==> src/rtl/sslfsr.sv <==
module sslfsr #(
  parameter int WIDTH = 16
) (
  input  logic             clk,
  input  logic             rst,
  input  logic             en,
  input  logic             load,
  input  logic [WIDTH-1:0] seed,
  output logic             serial_out,
  output logic [WIDTH-1:0] state
);

  function automatic logic [WIDTH-1:0] tap_mask();
    logic [WIDTH-1:0] m;
    m = '0;
    for (int i = 0; i < WIDTH; i++) begin
      if (WIDTH == 16) m[i] = (i == 0) || (i == 4) || (i == 13) || (i == 15);
      else             m[i] = (i == 0) || (i == 1);
    end
    return m;
  endfunction

  localparam logic [WIDTH-1:0] TAPS     = tap_mask();
  localparam logic [WIDTH-1:0] START    = WIDTH'(1);
  localparam logic [WIDTH-1:0] ALL_ONES = '1;

  logic [WIDTH-1:0] q;
  logic             is_zero;
  logic             fb;

  assign is_zero    = (q == '0);
  assign fb         = (^(q & TAPS)) | is_zero;
  assign state      = q;
  assign serial_out = q[0];

  always_ff @(posedge clk) begin
    if (rst)       q <= START;
    else if (load) q <= seed;
    else if (en)   q <= {fb, q[WIDTH-1:1]};
  end

  AST_SHIFT_DOWN: assert property (@(posedge clk) disable iff (rst)
    (en && !load) |=> state[WIDTH-2:0] == $past(state[WIDTH-1:1]));
  AST_ZERO_EXIT: assert property (@(posedge clk) disable iff (rst)
    (en && !load && state == '0) |=> state == {1'b1, {(WIDTH-1){1'b0}}});
  AST_ONES_TOP_CLEAR: assert property (@(posedge clk) disable iff (rst)
    (en && !load && state == ALL_ONES) |=> !state[WIDTH-1]);
  AST_SEED_TAKEN: assert property (@(posedge clk) disable iff (rst)
    load |=> state == $past(seed));
  AST_IDLE_HOLD: assert property (@(posedge clk) disable iff (rst)
    (!en && !load) |=> $stable(state));
  AST_NO_ZERO_ENTRY: assert property (@(posedge clk) disable iff (rst)
    (en && !load && state != '0) |=> state != '0);

endmodule

==> config.mk <==
export PLATFORM = sky130hd
export DESIGN_NAME = sslfsr
export DESIGN_NICKNAME = d
export VERILOG_FILES = /design/src/rtl/sslfsr.sv
export SDC_FILE = /design/constraint.sdc
export NUM_CORES = 1
export LEC_CHECK = 0
export CAP_MARGIN = 15
export CELL_PAD_IN_SITES_DETAIL_PLACEMENT = 2
export CELL_PAD_IN_SITES_GLOBAL_PLACEMENT = 2
export CORE_MARGIN = 3
export CORE_UTILIZATION = 23
export CTS_CLUSTER_SIZE = 10
export DETAILED_ROUTE_END_ITERATION = 7
export GPL_ROUTABILITY_DRIVEN = 0
export PLACE_DENSITY_LB_ADDON = 0.1
export SLEW_MARGIN = 0
export SYNTH_ARGS = -nofsm -noshare
export SYNTH_HDL_FRONTEND = slang
export SYNTH_SLANG_ARGS = --single-unit
==> constraint.sdc <==
create_clock -name clk -period 3.05 [get_ports clk]
set_input_delay 0.61 -clock clk [delete_from_list [all_inputs] [get_ports clk]]
set_output_delay 0.61 -clock clk [all_outputs]
set_load 0.02 [all_outputs]
After elaboration in Yosys (flattened, before gate mapping). Cells that the tools add are included.

Reduce and logical (&&, ||, !) cells: 3. Multiplexer cells: 2. Bitwise gates (word level): 1.

Operators with widths (count): 2-to-1 mux 16 bit (2); zero test 16 bit (1); XOR reduction 16 bit (1); nonzero test 2 bit (1); OR 1 bit (1).

Bits of input ports: 20. Logic and storage cells: 7. Register bits: 16. Output and inout port bits: 17.

Logic depth before layout (Yosys ltp).
Word-level depth: 4. Mapped depth: 6. Depth with buffers taken out: 4.

Worst setup path before layout. OpenSTA, ideal clock, no wires.

Path kind: input-to-reg. Start: input port en. End: register q[3], in the netlist state[3]. Path buffers: 2. Library setup time: 0.128 ns. Arrival: 1.393 ns. Path slack: 1.530 ns. Cell stages on the path: 6. Path through: buf_2 > buf_4 > mux2i_1 > nor2_1 > a21oi_1 > nor2_1.

Cells in the longest elaborated chain, start to end: 1.

Ends and longest elaborated chain: start: declaration (line 6) `input logic en,`; nonzero test 2 bit (no source line); end signal: assignment (line 39) `else if (en) q <= {fb, q[WIDTH-1:1]};`; end: declaration (line 27) `logic [WIDTH-1:0] q;`.

No other way between the ends. A chain may end at the register's enable or synchronous reset.

Final worst setup path.
Start: register q[13], in the netlist state[13]. End: output port state[13].

RTL lines: end: declaration (line 10) `output logic [WIDTH-1:0] state`.

No word-level cell between the ends.

==> summary.md <==
| Metric | Value |
|---|---|
| Status | `complete, no violations` |
| Crit path arrival time | `1370 ps` |
| Die Ht | `64.22 um` |
| Final Cycle Share | `0.6500` |
| Leakage | `0.0004804 uW` |
| Initial antenna violation count | `0` |
| Max FFs per register | `16` |
| Max incr delay on CP | `650 ps` |
| Vias per std cell | `between 4 and 5` |
| # setup viols final | `0` |
| RSZ-0062 raised after global routing | `no` |
| Routed wire length | `2.451 mm` |
| Met3 global-route usage | `0.02636` |
| Mux share of post-synthesis cell area | `0.2071` |
| DRT antenna net count | `0` |
| Buffers on Ports | `36` |
| Clock sinks | `16` |
| Die span in x | `64.22 um` |
| Dpl cells | `169` |
| Fillers | `385` |
| Mapped Nets | `about 110` |
| Worst R2R Start | `state[5]$_SDFFE_PP0P_` |
| Vias in the first global route | `between 800 and 900` |
| Placed instance area | `0.001174 mm2` |
| Yosys warning count | `0` |
| GR peak layer | `met2` |
| CP max FO | `5` |
| Worst Clk Skew | `5.528 ps` |
| Worst slew margin | `0.5793` |
| Postcts setup bufs | `0` |
| Mean post-synth cell area | `8.293 um2` |
| Power, Total | `between 400 and 500 uW` |
| Fin area | `roughly 0.0012 mm2` |
| Share of cells above drive strength 1 | `0.03906` |
| Post-Synth Simple-Gate Area | `0.1926` |
| Hold Path Origin | `state[1]$_SDFFE_PP0P_` |
| Final Hold Viols | `0` |
| GRT Resource Usage Total | `0.1279` |
| Max Slew Vio Count | `0` |
| Synth area leaders | `dfxtp_1 41%, mux2i_1 19%, nor2_1 14%` |
| Final Core Density | `0.3794` |
| Crit Path Class | `flop to output pin` |
| Compound-Gate Fraction of Synth Area | `0.1091` |
| Sequential cell area | `approximately 320 um2` |
| Commonest non-fill, non-tap cells in the layout | `36 x clkdlybuf4s50_1, 29 x nor2_1, 16 x dfxtp_1` |
| Largest family of logic cells by synthesized area | `multiplexers` |
| Hold Path Depth | `3` |
| CP Capture Type | `output pin` |
| CTS tree | `yes` |
| # DRC | `0` |
| Startpoint Class | `flop` |
| Cts repair resizes | `0` |
| # nets final | `150` |
| DP HPWL | `between 1.5 and 2 mm` |
| Initial Utilization | `0.2472` |
| Drt first pass iters | `3` |
| Mapped cell area | `779.5 um2` |
| CTS H-tree lvls | `1` |
| Met2 GRT Util | `0.2142` |
| CP bufs+invs | `1` |
| Post-synth cell types | `15` |
| Clk slew on worst S/H paths | `90 ps` |
| Post-Syn Instances | `94` |
| Hold_buf cts | `0` |
| Gr ovfl total | `0` |
| Setup TNS | `0 ps` |
| Max Fclk | `504.4 MHz` |
| Core outline area | `approximately 0.0032 mm2` |
| Pin count of the biggest net entering global routing | `17` |
| Layout area overhead | `53.45%` |
| CTS Buffer Depth | `2` |
| Pwr/cell area | `402.0 mW/mm2` |
| IO Pins | `37` |
| Crit-path slowest cell | `clkdlybuf4s50_1` |
| CTS root buffer | `clkbuf_4` |
| Synth Area in XOR/XNOR | `0.03371` |
| Worst slew pin tran | `629.1 ps` |
| Diode count | `0` |
| Number of synthesized register bits | `16` |
| Top delay family on crit path | `buffers and inverters` |
| Worst Hold Class | `flop to flop` |
| M1 GR Usage | `0.1635` |
| Number of buffers created by CTS | `3` |
| CP Launch Point | `state[13]$_SDFFE_PP0P_` |
| WP data required | `2440 ps` |
| Critical path depth | `1` |
| Min cycle time layout | `roughly 2000 ps` |
| Later-pin clock latency in the skew report | `280 ps` |
| Most common cell after layout, fill and taps aside | `clkdlybuf4s50_1` |
| R2R depth | `4` |
| Adder-cell share of the synthesized area | `0` |
| Critical Path, Cell by Cell | `clkdlybuf4s50_1` |
| Initial drt markers | `31` |
| Share of the synthesized area in the top cell type | `0.4109` |
| Full die area | `0.004124 mm2` |
| Peak supply drop | `roughly 140 uV` |
| Routed via count | `765` |
| First-pass GRT wire length | `~4.2 mm` |
| Row count | `20` |
| Multi-input logic area | `422.9 um2` |
| Synth area leader | `dfxtp_1` |
| Max-Cap Viols | `0` |
| Register area share after synthesis | `0.4109` |
| Post-Layout Cell Count | `172` |
| Wire per inst | `between 10 and 15 um` |
cell usage after synthesis:
master    instances
dfxtp_1          16
mux2i_1          15
a311o_1           1
buf_2             2
nor4_1            4
clkbuf_1          3
nor2_1           29
nand2_1           1
xor2_1            2
buf_4             2
nand2b_1          1
xnor2_1           1
nand4_1           1
a21oi_1          15
mux2_1            1
path summary, 6_finish.rpt:
path | end | slack (ps)
setup reg to reg | state[15]$_SDFFE_PP0P_ | 1660
hold reg to reg | state[0]$_SDFFE_PP1P_ | 700
hold / removal | state[0]$_SDFFE_PP1P_ | 700
setup / recovery | state[13] | 1070
cell families after synthesis:
family,Yosys count
AO/OA/AOI/OAI,16
multiplexers,16
flip-flops,16
XOR/XNOR,3
AND/OR/NAND/NOR,36
buffers and inverters,7
through the flow:
stage	setup slack, ps	hold slack (ps)
floorplan	1530	679.1
global placement	881.3	657.2
detailed placement	800.6	688.4
CTS	1039	705.5
global route	972.9	734.8
finish	1068	699.2
cell type report:
type                       count  share of cell area
clock buffer                   3             0.01883
sequential                    16              0.2678
tap                           44             0.04602
timing repair buffer          38              0.3138
multi-input combinational     71              0.3536
report_power, final:
| part | switching, uW | internal (uW) |
|---|---|---|
| logic | 59.8 | 70.2 |
| registers | 15.8 | 222 |
| clock network | 67.5 | 45.8 |
| total | 143 | 338 |
layer usage:
metal | share of wire | vias to the layer above
met4 | 0.0073 | 0
met3 | 0.042 | 2
met5 | 0 | -
li1 | - | 392
met2 | 0.48 | 15
met1 | 0.47 | 356
No activity file was read; power rests on OpenSTA's default activity.
